`config.mk`:
```
export PLATFORM = sky130hd
export DESIGN_NAME = rtm_channel
export DESIGN_NICKNAME = d
export VERILOG_FILES = /design/src/rtl/rtm_pkg.sv /design/src/rtl/rtm_prescaler.sv /design/src/rtl/rtm_downcounter.sv /design/src/rtl/rtm_ctrl.sv /design/src/rtl/rtm_channel.sv
export SDC_FILE = /design/constraint.sdc
export NUM_CORES = 1
export LEC_CHECK = 0
export BUFFER_PORTS_ARGS = -buffer_cell sky130_fd_sc_hd__buf_4
export CORE_MARGIN = 2
export CORE_UTILIZATION = 45
export CTS_CLUSTER_DIAMETER = 30
export DETAILED_ROUTE_END_ITERATION = 10
export PLACE_DENSITY_LB_ADDON = 0.05
export SYNTH_ARGS = -nofsm -noshare
export SYNTH_HDL_FRONTEND = slang
export SYNTH_SLANG_ARGS = --single-unit
```
`constraint.sdc`:
```
create_clock -name clk -period 3 [get_ports clk]
set_input_delay 0.6 -clock clk [delete_from_list [all_inputs] [get_ports clk]]
set_output_delay 0.6 -clock clk [all_outputs]
set_load 0.005 [all_outputs]
```
`src/rtl/rtm_pkg.sv`:
```
package rtm_pkg;
  // Word index of each register (byte address bits [3:2]).
  typedef enum logic [1:0] {
    REG_RELOAD = 2'd0,
    REG_COUNT  = 2'd1,
    REG_CTRL   = 2'd2,
    REG_CAPT   = 2'd3
  } rtm_reg_e;

  localparam int CTL_KEEP_W = 8;          // writable control bits [7:0]
  localparam int CTL_IE_BIT = 5;          // interrupt enable
  localparam int CTL_UF_BIT = CTL_KEEP_W; // underflow flag position
  localparam int PSC_CODES  = 5;          // number of usable prescaler codes
  localparam int PSC_SEL_W  = 3;          // prescaler select field width
endpackage

```
`src/rtl/rtm_prescaler.sv`:
```
module rtm_prescaler #(
  parameter int CODES = 5,
  parameter int SEL_W = 3
) (
  input  logic             clk,
  input  logic             rst,
  input  logic             run,
  input  logic [SEL_W-1:0] sel,
  output logic             tick
);
  localparam int DIV_W = 2 * CODES;

  logic [DIV_W-1:0] div_q;
  logic [CODES-1:0] hit;
  logic             tick_sel;

  // One shared phase counter; stopping the channel returns it to zero.
  always_ff @(posedge clk) begin
    if (rst || !run) div_q <= '0;
    else             div_q <= div_q + 1'b1;
  end

  // Code c fires when the low 2c+2 phase bits are all ones.
  for (genvar c = 0; c < CODES; c++) begin : g_hit
    assign hit[c] = &div_q[2*c+1:0];
  end

  always_comb begin
    tick_sel = 1'b0;
    for (int c = 0; c < CODES; c++) begin
      if (sel == SEL_W'(c)) tick_sel = hit[c];
    end
  end

  assign tick = run & tick_sel;
endmodule

```
`src/rtl/rtm_downcounter.sv`:
```
module rtm_downcounter #(
  parameter int              W       = 32,
  parameter logic [W-1:0]    RST_VAL = '1
) (
  input  logic         clk,
  input  logic         rst,
  input  logic         tick,
  input  logic         ld_en,
  input  logic [W-1:0] ld_val,
  input  logic [W-1:0] reload,
  output logic [W-1:0] cnt_q,
  output logic         underflow
);
  logic at_zero;
  assign at_zero   = (cnt_q == '0);
  assign underflow = tick & ~ld_en & at_zero;

  always_ff @(posedge clk) begin
    if (rst)            cnt_q <= RST_VAL;
    else if (ld_en)     cnt_q <= ld_val;
    else if (underflow) cnt_q <= reload;
    else if (tick)      cnt_q <= cnt_q - 1'b1;
  end
endmodule

```
`src/rtl/rtm_ctrl.sv`:
```
module rtm_ctrl #(
  parameter int KEEP_W = 8,
  parameter int IE_BIT = 5
) (
  input  logic              clk,
  input  logic              rst,
  input  logic              wr_en,
  input  logic [KEEP_W:0]   wr_bits,
  input  logic              uf_set,
  output logic [KEEP_W-1:0] ctrl_q,
  output logic              flag_q,
  output logic              irq_q
);
  logic [KEEP_W-1:0] ctrl_n;
  logic              flag_n;

  always_comb begin
    ctrl_n = wr_en ? wr_bits[KEEP_W-1:0] : ctrl_q;
    // Hardware set beats a software clear on the same edge.
    if (uf_set)                      flag_n = 1'b1;
    else if (wr_en && !wr_bits[KEEP_W]) flag_n = 1'b0;
    else                             flag_n = flag_q;
  end

  always_ff @(posedge clk) begin
    if (rst) begin
      ctrl_q <= '0;
      flag_q <= 1'b0;
      irq_q  <= 1'b0;
    end else begin
      ctrl_q <= ctrl_n;
      flag_q <= flag_n;
      irq_q  <= flag_n & ctrl_n[IE_BIT];
    end
  end
endmodule

```
`src/rtl/rtm_channel.sv`:
```
module rtm_channel
  import rtm_pkg::*;
#(
  parameter int DATA_W = 32,
  parameter int ADDR_W = 4
) (
  input  logic              clk,
  input  logic              rst,
  input  logic              start,
  input  logic              bus_re,
  input  logic              bus_we,
  input  logic [ADDR_W-1:0] bus_addr,
  input  logic [DATA_W-1:0] bus_wdata,
  output logic [DATA_W-1:0] bus_rdata,
  output logic              irq
);
  localparam logic [DATA_W-1:0] ONES = '1;

  logic              acc_ok;
  rtm_reg_e          idx;
  logic              wr_reload, wr_count, wr_ctrl, wr_capt;
  logic [DATA_W-1:0] reload_q, capt_q, cnt_q;
  logic [CTL_KEEP_W-1:0] ctrl_q;
  logic              flag_q;
  logic              tick, underflow;
  logic [DATA_W-1:0] ctrl_view;

  assign acc_ok = (bus_addr[1:0] == 2'b00) && ((bus_addr >> 4) == '0);
  assign idx    = rtm_reg_e'(bus_addr[3:2]);

  assign wr_reload = bus_we && acc_ok && (idx == REG_RELOAD);
  assign wr_count  = bus_we && acc_ok && (idx == REG_COUNT);
  assign wr_ctrl   = bus_we && acc_ok && (idx == REG_CTRL);
  assign wr_capt   = bus_we && acc_ok && (idx == REG_CAPT);

  always_ff @(posedge clk) begin
    if (rst) begin
      reload_q <= ONES;
      capt_q   <= '0;
    end else begin
      if (wr_reload) reload_q <= bus_wdata;
      if (wr_capt)   capt_q   <= bus_wdata;
    end
  end

  rtm_prescaler #(.CODES(PSC_CODES), .SEL_W(PSC_SEL_W)) u_psc (
    .clk  (clk),
    .rst  (rst),
    .run  (start),
    .sel  (ctrl_q[PSC_SEL_W-1:0]),
    .tick (tick)
  );

  rtm_downcounter #(.W(DATA_W), .RST_VAL(ONES)) u_cnt (
    .clk       (clk),
    .rst       (rst),
    .tick      (tick),
    .ld_en     (wr_count),
    .ld_val    (bus_wdata),
    .reload    (reload_q),
    .cnt_q     (cnt_q),
    .underflow (underflow)
  );

  rtm_ctrl #(.KEEP_W(CTL_KEEP_W), .IE_BIT(CTL_IE_BIT)) u_ctl (
    .clk     (clk),
    .rst     (rst),
    .wr_en   (wr_ctrl),
    .wr_bits (bus_wdata[CTL_UF_BIT:0]),
    .uf_set  (underflow),
    .ctrl_q  (ctrl_q),
    .flag_q  (flag_q),
    .irq_q   (irq)
  );

  always_comb begin
    ctrl_view = '0;
    ctrl_view[CTL_KEEP_W-1:0] = ctrl_q;
    ctrl_view[CTL_UF_BIT]     = flag_q;
  end

  always_ff @(posedge clk) begin
    if (rst) bus_rdata <= '0;
    else if (bus_re && acc_ok) begin
      unique case (idx)
        REG_RELOAD: bus_rdata <= reload_q;
        REG_COUNT:  bus_rdata <= cnt_q;
        REG_CTRL:   bus_rdata <= ctrl_view;
        REG_CAPT:   bus_rdata <= capt_q;
        default:    bus_rdata <= '0;
      endcase
    end
  end
endmodule

```
Word-level counts from Yosys, hierarchy flattened. Cells that the tools add are included.

Output and inout bits: 33. Bits of input ports: 41. Logic and storage cells: 55. Bits in registers: 148.

Reductions and logical operators: 20. Bitwise operators: 5. $add $sub $neg: 2. Mux-type cells: 12. Eq/ne operators: 7.

Operator list (number): $pmux 32 s4 (1); $mux 32 (3); $logic_not 32->1 (1); $sub 32x1->32 const B (1); $add 10x1->10 const B (1); $reduce_and 10->1 (1); $reduce_and 8->1 (1); $logic_and 1x1->1 (7); $mux 1 (7); $eq 3x2->1 const B (2); $mux 6 (1); $reduce_and 6->1 (1); $and 1x1->1 (4); $eq 2x2->1 const B (2); $logic_not 2->1 (2); $reduce_and 4->1 (1); $eq 3x1->1 const B (1); $eq 3x3->1 const B (1); $logic_not 3->1 (1); $reduce_bool 3->1 (1); $eq 2x1->1 const B (1); $logic_not 1->1 (2); $reduce_and 2->1 (1); $logic_or 1x1->1 (1); $not 1->1 (1).

Depth between registers and ports, before layout.
Word-level depth: 11. Gate-level depth with buffers: 10.

By module. Synthesis repeated with hierarchy kept, for this count alone.

Cell total of the unflattened synthesis: 845. Area, all modules: 7257.0 um^2.

By module, submodules not included: rtm_channel (area an instance 4224.1 um^2, instances 1, cells an instance 473); rtm_downcounter (area an instance 2219.6 um^2, instances 1, cells an instance 289); rtm_prescaler (area an instance 462.9 um^2, instances 1, cells an instance 51); rtm_ctrl (area an instance 350.3 um^2, instances 1, cells an instance 32).

Worst setup path after synthesis. No wires, ideal clock.

Path type: input-to-reg. Start: input port bus_addr[1]. End: register u_cnt.cnt_q[15]. Stages on the path: 8. Buffers on the path: 3. Setup slack: 327 ps. Data arrival time: 2550 ps. Library setup time: 122 ps. Cells stage by stage: or3b_2 -> or3b_2 -> clkbuf_1 -> nand3_1 -> clkbuf_1 -> clkbuf_1 -> a211oi_1 -> nand3b_1.

Word-level cells in the longest chain between the ends: 8. Elaborated cells on any way between the ends: 9.

RTL lines: start: declaration (RTL line rtm_channel.sv:12) `input logic [ADDR_W-1:0] bus_addr,`; $logic_not 2->1 * (RTL line rtm_channel.sv:28) `assign acc_ok = (bus_addr[1:0] == 2'b00) && ((bus_addr >> 4) == '0);`; $logic_and 1x1->1 * (2 in a row) (RTL line rtm_channel.sv:32) `assign wr_count = bus_we && acc_ok && (idx == REG_COUNT);`; $not 1->1 (RTL line rtm_downcounter.sv:16) `assign underflow = tick & ~ld_en & at_zero;`; $and 1x1->1 (2 in a row) (RTL line rtm_downcounter.sv:16); $mux 32 (RTL line rtm_downcounter.sv:21) `else if (underflow) cnt_q <= reload;`; $mux 32 (RTL line rtm_downcounter.sv:20) `else if (ld_en) cnt_q <= ld_val;`; end signal: assignment (RTL line rtm_downcounter.sv:20); end signal: assignment (RTL line rtm_downcounter.sv:21); end signal: assignment (RTL line rtm_downcounter.sv:22) `else if (tick) cnt_q <= cnt_q - 1'b1;`; end: declaration (RTL line rtm_downcounter.sv:11) `output logic [W-1:0] cnt_q,`.

Every way passes the cells marked *; elsewhere a longest branch is shown, timed or not. A chain may end at the register's enable or synchronous reset.

Worst setup path after layout.
Start: register u_cnt.cnt_q[11]. End: register u_cnt.cnt_q[3].

Word-level cells in the longest chain between the ends: 4. Elaborated cells on any way between the ends: 5.

RTL lines: $logic_not 32->1 * (RTL line rtm_downcounter.sv:15) `assign at_zero = (cnt_q == '0);`; $and 1x1->1 * (RTL line rtm_downcounter.sv:16); $mux 32 (RTL line rtm_downcounter.sv:21); $mux 32 (RTL line rtm_downcounter.sv:20).

Marked as above.

==> flow_summary.json <==
{
  "status": "complete, no violations",
  "overflow": 0,
  "cts_sinks": 148,
  "cts_root_buf": "clkbuf_16",
  "track_usage_pct": 24.1,
  "synth-async-reset-ratio_pct": 0,
  "hold_violations": 0,
  "slew_violations": 0,
  "ys_ff_latch": 148,
  "dr.pass1.iters": 5,
  "crit_fanout": 22,
  "crit_chain": "or4_4 > or4_4 > or4_1 > buf_4 > a211oi_1 > nand3b_1",
  "clk_path_buf_depth": 2,
  "arrival_ns": 3.11,
  "post_cts_buffers": 0,
  "syn_area_per_cell_um2": 8.40,
  "critPathKind": "register to register",
  "ff_latch_area_um2": 2960,
  "wl_per_cell_um": 17.2,
  "avgViaCountPerCell": 5.63,
  "die_area_um2": 16700,
  "antenna_found_initial": 0,
  "final_common_cell": "dfxtp_1",
  "path_common_cell": "or4_4",
  "dp_cells": 1084,
  "min_period_over_period_pct": 91.7,
  "critical_path_required_ns": 3.36,
  "cp-start-kind": "register",
  "cts_buffers": 17,
  "critPathMaxStageDelay_ns": 0.58,
  "grt_max_degree": 64,
  "whs_ns": 0.398,
  "portBuffers": 73,
  "finalNonFillerCells": 1116,
  "wirelength_um": 19200,
  "p_leak_nw": 3.18,
  "syn_inst": 840,
  "post-place-ws_ns": 0.293,
  "max-slew-margin-rel_pct": 30.0,
  "die_height_um": 129,
  "worstSkewPairLatency_ns": 0.43,
  "cts_tree": "done",
  "setup_viol": 0,
  "post-route-drc-count": 0,
  "rsz0062_at_grt": "false",
  "start_util_pct": 46.2,
  "grt_first_pass_wirelength_um": 31600,
  "final_layout_size_suffix_gt1_share_pct": 17.1,
  "drtAntennaViolNets": 0,
  "die_x_um": 129,
  "multi_input_area_um2": 3800,
  "grt_pass1_vias": 6064,
  "dr_total_vias": 6280,
  "max-cap-violations": 0,
  "fin_skew_ns": 0.00616,
  "fill_cells": 1405,
  "powerDensity_nw_per_um2": 560,
  "dp_hpwl_um": 13000,
  "yosys.area.top_type_share_pct": 42.0,
  "n_antenna_cell": 0,
  "routabilityCongestion": 0.874,
  "ios": 74,
  "worstMarginPinSlew_ns": 1.05,
  "synth_edf_count": 0,
  "synth_area_leaders": "dfxtp_1 42%, a21oi_1 5.1%, nand2_1 5.1%",
  "ir_drop_uv": 419,
  "worstHoldPathType": "input port to register",
  "period_minus_slack_ns": 2.75,
  "drt_iter0_markers": 569,
  "syn_to_final_growth_pct": 20.5,
  "end_kind": "register",
  "synth_cell_types": 51,
  "fin_nets": 935,
  "htreeDepth": 4,
  "cts_resized": 0,
  "fin_ws_ns": 0.249,
  "mostFrequentLayoutCells": "148 x dfxtp_1, 102 x buf_4, 96 x nand2_1",
  "row_count": 45,
  "finalSetupTns_ns": 0,
  "synthesis.nets": 883,
  "yosysSeqAreaShare_pct": 42.0,
  "syn_area_um2": 7060,
  "synthFlopType": "dfxtp_1",
  "hold_buffers": 0,
  "clk_pin_slew_ns": 0.06,
  "core-area_um2": 15300,
  "synth_area_leader_cell": "dfxtp_1",
  "slowest_stage": "or4_4",
  "fmax_ghz": 0.364,
  "yosysWarnings": 0,
  "cp.buffers_inverters": 1,
  "finish.utilization_pct": 55.8,
  "cpLargestDelayFamily": "simple AND/OR/NAND/NOR gates"
}
-- power breakdown --
part,switching [W],internal (W),total [W],leakage (nW)
clock network,0.000818,0.00156,0.00238,0.323
logic,0.000182,0.000150,0.000332,1.65
registers,0.0000375,0.00201,0.00205,1.20
total,0.00104,0.00372,0.00476,3.18
-- through the flow --
stage	power (W)	cell area, um2
floorplan	0.00228	7060
global route	0.00491	8510
CTS	0.00479	8510
global placement	0.00242	7850
finish	0.00476	8510
detailed placement	0.00243	7850
-- sequential cells by signal (all words and copies together), names as in the netlist --
name and cells:
bus_rdata 32, capt_q 32, reload_q 32, u_cnt.cnt_q 32, u_ctl.ctrl_q 8, u_ctl.flag_q 1
u_ctl.irq_q 1, u_psc.div_q 10
-- cells by family after synthesis --
| family | after synthesis | share of synthesized area [%] |
|---|---|---|
| adder cells (fa/ha/maj) | 2 | 0.355 |
| flip-flops | 148 | 42.0 |
| AND/OR/NAND/NOR | 361 | 24.4 |
| AO/OA/AOI/OAI | 179 | 17.1 |
| multiplexers | 44 | 7.84 |
| XOR/XNOR | 32 | 3.97 |
| buffers and inverters | 74 | 4.31 |
-- synth_stat cells (all sizes together), types with 8 or more instances --
master and n:
dfxtp 148, nand2 96, nor2 93, a21oi 72
clkbuf 58, nand3 48, nor3 40, a211o 36
mux2i 35, nor2b 33, a211oi 28, xor2 18
xnor2 14, buf 13, nor4 13, o211ai 11
mux4 9, o2111ai 9, o21ai 8
-- area by class of cell --
cell class | instances | share of cell area, %
Multi-Input combinational cell | 618 | 44.7
Sequential cell | 148 | 34.8
Timing Repair Buffer | 104 | 9.47
Clock buffer | 23 | 5.74
Tap cell | 211 | 3.10
Clock inverter | 9 | 2.03
Inverter | 3 | 0.132
-- per-layer routing --
| metal | up-vias | GRT usage [%] | share of wire [%] |
|---|---|---|---|
| met2 | 191 | 37.4 | 45 |
| met5 | - | 0 | 0 |
| met3 | 23 | 4.34 | 6.1 |
| met1 | 2963 | 33.8 | 47 |
| li1 | 3103 | - | - |
| met4 | 0 | 8.06 | 1.5 |
-- final timing paths --
check	slack, ns	endpoint	startpoint	depth (start not counted)
hold reg to reg	0.45	capt_q[14]	capt_q[14]	2
hold / removal	0.40	reload_q[9]	bus_wdata[9]	2
setup / recovery	0.25	u_cnt.cnt_q[3]	u_cnt.cnt_q[11]	6
setup reg to reg	0.25	u_cnt.cnt_q[3]	u_cnt.cnt_q[11]	6
(Power assumes the default switching activity.)
